===== config.mk =====
export PLATFORM = sky130hd
export DESIGN_NAME = op_status_rpt
export DESIGN_NICKNAME = d
export VERILOG_FILES = /design/src/rtl/op_status_rpt.sv
export SDC_FILE = /design/constraint.sdc
export NUM_CORES = 1
export LEC_CHECK = 0
export ABC_AREA = 1
export CORE_AREA = 2 2 52 59
export DETAILED_ROUTE_END_ITERATION = 8
export DIE_AREA = 0 0 54 61
export PLACE_DENSITY = 0.54
export SYNTH_ARGS = -nofsm -noshare
export SYNTH_HDL_FRONTEND = slang
export SYNTH_SLANG_ARGS = --single-unit
export TNS_END_PERCENT = 5

===== constraint.sdc =====
create_clock -name clk -period 1.4 [get_ports clk]
set_input_delay 0.14 -clock clk [delete_from_list [all_inputs] [get_ports clk]]
set_output_delay 0.14 -clock clk [all_outputs]
set_load 0.05 [all_outputs]

===== src/rtl/op_status_rpt.sv =====
module op_status_rpt #(
  parameter int PROG_CYCLES  = 40,
  parameter int ERASE_CYCLES = 200
) (
  input  logic       clk,
  input  logic       rst_n,
  input  logic       start_i,
  input  logic       op_erase_i,
  input  logic [7:0] load_data_i,
  input  logic [7:0] arr_data_i,
  input  logic       rd_stb_i,
  output logic       busy_o,
  output logic       rd_oe_o,
  output logic [7:0] rd_data_o
);

  localparam int MAX_CYC = (ERASE_CYCLES > PROG_CYCLES) ? ERASE_CYCLES : PROG_CYCLES;
  localparam int CNT_W   = (MAX_CYC > 1) ? $clog2(MAX_CYC) : 1;
  localparam logic [CNT_W-1:0] PROG_LD  = CNT_W'(PROG_CYCLES - 1);
  localparam logic [CNT_W-1:0] ERASE_LD = CNT_W'(ERASE_CYCLES - 1);

  logic             busy_q;
  logic             op_q;
  logic [7:0]       ld_q;
  logic [CNT_W-1:0] cnt_q;
  logic             tog_q;

  wire accept = start_i && !busy_q;
  wire expire = busy_q && (cnt_q == '0);

  always_ff @(posedge clk or negedge rst_n) begin
    if (!rst_n) begin
      busy_q <= 1'b0;
      op_q   <= 1'b0;
      ld_q   <= '0;
      cnt_q  <= '0;
    end else if (accept) begin
      busy_q <= 1'b1;
      op_q   <= op_erase_i;
      ld_q   <= load_data_i;
      cnt_q  <= op_erase_i ? ERASE_LD : PROG_LD;
    end else if (expire) begin
      busy_q <= 1'b0;
    end else if (busy_q) begin
      cnt_q  <= cnt_q - 1'b1;
    end
  end

  always_ff @(posedge clk or negedge rst_n) begin
    if (!rst_n)                tog_q <= 1'b0;
    else if (!busy_q || expire) tog_q <= 1'b0;
    else if (rd_stb_i)          tog_q <= ~tog_q;
  end

  wire       stat7  = op_q ? 1'b0 : ~ld_q[7];
  wire [7:0] status = {stat7, tog_q, 6'b0};

  assign busy_o    = busy_q;
  assign rd_oe_o   = rst_n;
  assign rd_data_o = !rst_n ? 8'h00 : (busy_q ? status : arr_data_i);

endmodule


==> results of run 1 <==
-- power groups by stage --
stage	clock network, mW	logic (mW)	registers [mW]
2_1_floorplan	0	0.0865	0.377
3_3_place_gp	0	0.187	0.378
3_5_place_dp	0	0.188	0.378
4_1_cts	0.298	0.189	0.371
5_1_grt	0.310	0.204	0.376
6_report	0.285	0.190	0.373
-- timing repair --
action / in CTS / in global routing
gates resized for setup: 1 / 13
pin swaps: 0 / 3
gates cloned: 0 / 0
hold buffers: 0 / 0
setup endpoints to repair: 7 / 16
-- registers in the layout (all words and copies together), names as in the netlist --
signal,flops
cnt_q,8
busy_o,1
ld_q,1
op_q,1
tog_q,1
-- worst register-to-register path: stages, from the launching register on --
cell and delay (ps):
dfrtp_1 410, inv_2 70, ha_1 160, nand3_2 90
o21ai_4 200, nand2_4 110, nand3_1 90, nand2_1 50
-- layer usage --
metal / vias up / wire (um) / GRT usage, %
li1: 388 / - / -
met1: 320 / 861 / 16.6
met2: 25 / 906 / 22.5
met3: 5 / 134 / 2.22
met4: 0 / 47 / 7.50
met5: - / 0 / 0
-- stage by stage --
stage	instances	worst slack (ps)	setup TNS (ps)
after floorplan	107	-17.6	-105
after global placement	166	17.0	0
after detailed placement	166	-1.31	-1.59
after CTS	170	-10.8	-12.3
after global routing	170	-41.3	-128
final	170	31.8	0
-- cell families after synthesis --
group | count (synthesis) | share of synthesized area (%)
xor+xnor | 3 | 3.47
flops | 12 | 39.7
fa+ha+maj | 2 | 3.31
compound gates | 12 | 9.75
simple gates | 57 | 31.4
buf+inv | 21 | 12.4
-- final timing paths --
check	start	to	slack, ps	cells after the start
max	busy_o$_DFFE_PN0P_	rd_data_o[0]	30	4
min	rst_n	cnt_q[2]$_DFFE_PN0P_	340	2
max reg2reg	cnt_q[1]$_DFFE_PN0P_	cnt_q[5]$_DFFE_PN0P_	110	7
min reg2reg	op_q$_DFFE_PN0P_	op_q$_DFFE_PN0P_	510	2
max in group asynchronous	rst_n	busy_o$_DFFE_PN0P_	880	2
min in group clk	load_data_i[7]	ld_q[7]$_DFFE_PN0P_	400	3
-- cell usage in the layout (no fill, tap or decap), types with 2 or more instances in the layout --
cell type and instances:
nand2_1 27, inv_1 15, clkdlybuf4s50_1 13, dfrtp_1 11, buf_12 10, nand3_1 9
nor2_1 7, nor2_2 6, o21ai_1 4, clkbuf_4 3, buf_6 3, buf_4 3
inv_2 2, nand2_4 2, nor2_4 2, nand2_2 2, a21oi_1 2, o21ai_0 2
xor2_1 2, o22ai_1 2, ha_1 2
-- cell type report --
class	count	area [um2]
Clock buffer	4	36.3
Fill cell	283	1450
Inverter	18	70.1
Multi-Input combinational cell	74	417
Sequential cell	12	302
Tap cell	33	41.3
Timing Repair Buffer	29	387
==> results.json, run 1 <==
{
  "outcome": "completed",
  "crit_path_start_kind": "flip-flop",
  "placed_area_mm2": 0.00117,
  "cts-root-buf": "clkbuf_4",
  "async_flop_share_pct": 100,
  "clock-sinks": 12,
  "yosysUniqueCellTypes": 19,
  "area_delta_synth_final_pct": 65.5,
  "hold_violations": 0,
  "ant_nets": 0,
  "cts_buffers": 3,
  "min_period_ps": 1370,
  "cp_max_fo": 6,
  "clockBufferDepth": 2,
  "netlist.area_leader.share_pct": 39.7,
  "holdWs_ps": 336,
  "p_clk_share_pct": 33.6,
  "rsz0062_at_grt": "true",
  "slowest_delay_ps": 430,
  "synthTopCellsByCount": "nand2_1, inv_1, nor2_1",
  "p_sw_mw": 0.226,
  "required_ps": 1260,
  "wl_um": 1950,
  "drive_gt1_share_pct": 29.2,
  "syn_area_um2": 757,
  "power_mw": 0.849,
  "start_util_pct": 28.0,
  "io_buffer_count": 23,
  "slowest_stage": "dfrtp_2",
  "tightest_slew_ps": 212,
  "postCtsSetupRepairBufs": 0,
  "synth_area_leader_cell": "dfrtp_1",
  "worst-path-buf-inv": 2,
  "skew_ps": 1.69,
  "final_util_pct": 46.3,
  "htree_levels": 1,
  "synth_most_common_cell": "nand2_1",
  "yosysWarnings": 0,
  "rows": 20,
  "cpLargestDelayFamily": "flip-flops",
  "cp-end-kind": "output port",
  "core_region_area_mm2": 0.00270,
  "hp-class": "input port to async pin",
  "drtIter0Drc": 21,
  "fmax_mhz": 731,
  "drc": 0,
  "synth_enable_flop_cells": 0,
  "synth_area_leaders": "dfrtp_1, nand2_1, inv_1",
  "die-area_mm2": 0.00329,
  "p_leak_nw": 0.601,
  "synthFlopType": "dfrtp_1",
  "switching_share_pct": 26.7,
  "grt_max_degree": 14,
  "fin_area_mm2": 0.00125,
  "critical_path_class": "flip-flop to output port",
  "place_congestion": 0.801,
  "cts_tree": "built",
  "max_cap_violations": 0,
  "slew_viol_final": 0,
  "syn_avg_cell_area_um2": 7.07,
  "die_x_um": 54,
  "ios": 31,
  "die_h_um": 61,
  "insertion_delay_ps": 280,
  "synth_seq_cells": 12,
  "antenna_found_initial": 0,
  "insertedDiodeCount": 0,
  "vias_per_cell": 4.34,
  "crit_chain": "inv_4 > nand2_4 > nor2_2 > buf_12",
  "p_int_mw": 0.622,
  "setup_violations": 0,
  "power_frac_comb_pct": 22.4,
  "synth_cells": 107,
  "clk_pin_slew_worst_paths_ps": 80,
  "grt.total_usage_pct": 13.6,
  "grt_pass1_vias": 747,
  "num-nets-final": 161,
  "yosysSeqAreaShare_pct": 39.7,
  "grt_pass1_wl_um": 3150,
  "arrival_ps": 1230,
  "syn-num-nets": 130,
  "overflow": 0,
  "drt_first_pass_iters": 3,
  "powerDensity_mw_per_mm2": 677,
  "seqPwrFrac_pct": 44.0,
  "dpl.hpwl_um": 1520,
  "post_drt_wl_per_cell_um": 11.5,
  "ir_drop_mv": 0.344,
  "maxSlewHeadroom_pct": 85.8,
  "post-route-period-util_pct": 97.7,
  "num_vias": 738
}
Note: power is estimated with default switching activity, not from simulation.
==> inputs of run 2 (changes only) <==
--- a/config.mk
+++ b/config.mk
@@ -10,6 +10,7 @@
 export DETAILED_ROUTE_END_ITERATION = 8
 export DIE_AREA = 0 0 54 61
 export PLACE_DENSITY = 0.54
+export RECOVER_POWER = 25
 export SYNTH_ARGS = -nofsm -noshare
 export SYNTH_HDL_FRONTEND = slang
 export SYNTH_SLANG_ARGS = --single-unit
==> results of run 2 <==
Same layout as run 1: the final DEF is identical, and so are final timing and power.
==> inputs of run 3 (changes only) <==
--- a/config.mk
+++ b/config.mk
@@ -9,6 +9,7 @@
 export CORE_AREA = 2 2 52 59
 export DETAILED_ROUTE_END_ITERATION = 8
 export DIE_AREA = 0 0 54 61
+export GPL_TIMING_DRIVEN = 0
 export PLACE_DENSITY = 0.54
 export RECOVER_POWER = 25
 export SYNTH_ARGS = -nofsm -noshare
==> results.json, run 3 (same netlist as run 1, synthesis figures left out) <==
{
  "outcome": "completed",
  "reg2reg_slack_ps": 100,
  "fillers": 276,
  "switching_share_pct": 26.1,
  "clockBufferDepth": 2,
  "area_delta_synth_final_pct": 52.9,
  "die_x_um": 54,
  "r2r_end": "cnt_q[1]$_DFFE_PN0P_",
  "cp_max_fo": 4,
  "drc": 0,
  "grt_pass1_wl_um": 3020,
  "ant_nets": 0,
  "max_cap_violations": 0,
  "clock-sinks": 12,
  "drive_gt1_share_pct": 27.5,
  "layout_commonest_cell": "nand2_1",
  "tightest_slew_ps": 576,
  "rsz0062_at_grt": "true",
  "fin_setup_tns_ps": 0,
  "min_period_ps": 1350,
  "cts-root-buf": "clkbuf_4",
  "grt_pass1_vias": 686,
  "maxSlewHeadroom_pct": 61.5,
  "wl_um": 1990,
  "place_congestion": 0.818,
  "fmax_mhz": 742,
  "p_leak_nw": 0.574,
  "cts_tree": "built",
  "core_region_area_mm2": 0.00270,
  "ir_drop_mv": 0.499,
  "slew_viol_final": 0,
  "drt_first_pass_iters": 4,
  "grt_max_degree": 13,
  "slowest_delay_ps": 510,
  "overflow": 0,
  "power_frac_comb_pct": 20.3,
  "cts_buffers": 3,
  "start_util_pct": 28.0,
  "holdPathStages": 3,
  "final_cell_mix": "nand2_1, inv_1, clkdlybuf4s50_1",
  "grt.total_usage_pct": 13.0,
  "antenna_found_initial": 0,
  "die-area_mm2": 0.00329,
  "reg2regPathDepth": 6,
  "ios": 31,
  "hold_violations": 0,
  "worst-path-buf-inv": 1,
  "required_ps": 1260,
  "rows": 20,
  "cpLargestDelayFamily": "buffers and inverters",
  "post-route-period-util_pct": 96.3,
  "cp-end-kind": "output port",
  "crit_chain": "clkdlybuf4s15_1",
  "skew_ps": 9.37,
  "top_register": "cnt_q",
  "hold_path_startpoint": "load_data_i[7]",
  "setup_violations": 0,
  "htree_levels": 1,
  "r2r_start": "cnt_q[0]$_DFFE_PN0P_",
  "place_inst": 163,
  "crit_cells": 1,
  "hp-class": "input port to flip-flop",
  "arrival_ps": 1210,
  "num_vias": 771,
  "p_clk_share_pct": 34.0,
  "die_h_um": 61,
  "num-nets-final": 162,
  "insertedDiodeCount": 0,
  "fin_cells": 171,
  "p_int_mw": 0.599,
  "p_sw_mw": 0.211,
  "critical_path_class": "flip-flop to output port",
  "hold_path_end": "ld_q[7]$_DFFE_PN0P_",
  "fin_ws_ps": 51.6,
  "slowest_stage": "clkdlybuf4s15_1",
  "dpl.hpwl_um": 1440,
  "insertion_delay_ps": 270,
  "power_mw": 0.810,
  "io_buffer_count": 23,
  "post_drt_wl_per_cell_um": 11.6,
  "largest_reg_flops": 8,
  "seqPwrFrac_pct": 45.7,
  "vias_per_cell": 4.51,
  "drtIter0Drc": 18,
  "powerDensity_mw_per_mm2": 700,
  "clk_pin_slew_worst_paths_ps": 80,
  "crit_path_start_kind": "flip-flop",
  "place_ws_ps": -1190
}
-- run 3: layer usage --
metal | track usage [%] | part of all wire, % | vias up
met3 | 2.96 | 8.3 | 2
met5 | 0 | 0 | -
met4 | 5.36 | 0.60 | 0
met2 | 21.8 | 49 | 32
li1 | - | - | 391
met1 | 15.9 | 42 | 346
-- run 3: what timing repair did --
item | CTS | global route
cloned | 0 | 1
hold buffers | 1 | 0
setup buffers | 0 | 2
hold endpoints to repair | 12 | 0
pin swaps | 0 | 1
resized for setup | 63 | 10
endpoints found under the setup margin | 10 | 17
-- run 3: power by group through the flow --
stage	Clock, mW	Sequential, mW	Combinational (mW)
after detailed placement	0	0.378	0.157
final	0.276	0.370	0.164
after global placement	0	0.377	0.156
after CTS	0.289	0.371	0.159
after floorplan	0	0.377	0.0865
after global routing	0.302	0.372	0.177
-- run 3: how the worst max path moves through the flow --
| stage | startpoint | slack, ps | end |
|---|---|---|---|
| 2_1_floorplan | busy_o$_DFFE_PN0P_ | -20 | rd_data_o[0] |
| 3_3_place_gp | rst_n | -1130 | rd_data_o[4] |
| 4_1_cts | busy_o$_DFFE_PN0P_ | -40 | rd_data_o[7] |
| 6_report | busy_o$_DFFE_PN0P_ | 50 | busy_o |
| 3_5_place_dp | rst_n | -1190 | rd_data_o[1] |
| 5_1_grt | busy_o$_DFFE_PN0P_ | -20 | rd_data_o[7] |
-- run 3: layout make-up --
class,instances,area [um2],area share (%)
Clock buffer,4,36.3,3.14
Timing Repair Buffer,27,272,23.5
Sequential cell,12,302,26.1
Tap cell,33,41.3,3.57
Inverter,18,70.1,6.05
Buffer,3,26.3,2.27
Multi-Input combinational cell,74,410,35.5
-- run 3: metrics by stage --
step / cell area, um2 / hold slack (ps) / utilization [%]
global placement: 1050 / 471 / 38.9
finish: 1160 / 406 / 42.8
floorplan: 779 / -156 / -
CTS: 1110 / 402 / 41.0
global route: 1160 / 444 / 42.8
detailed placement: 1050 / 481 / 38.9
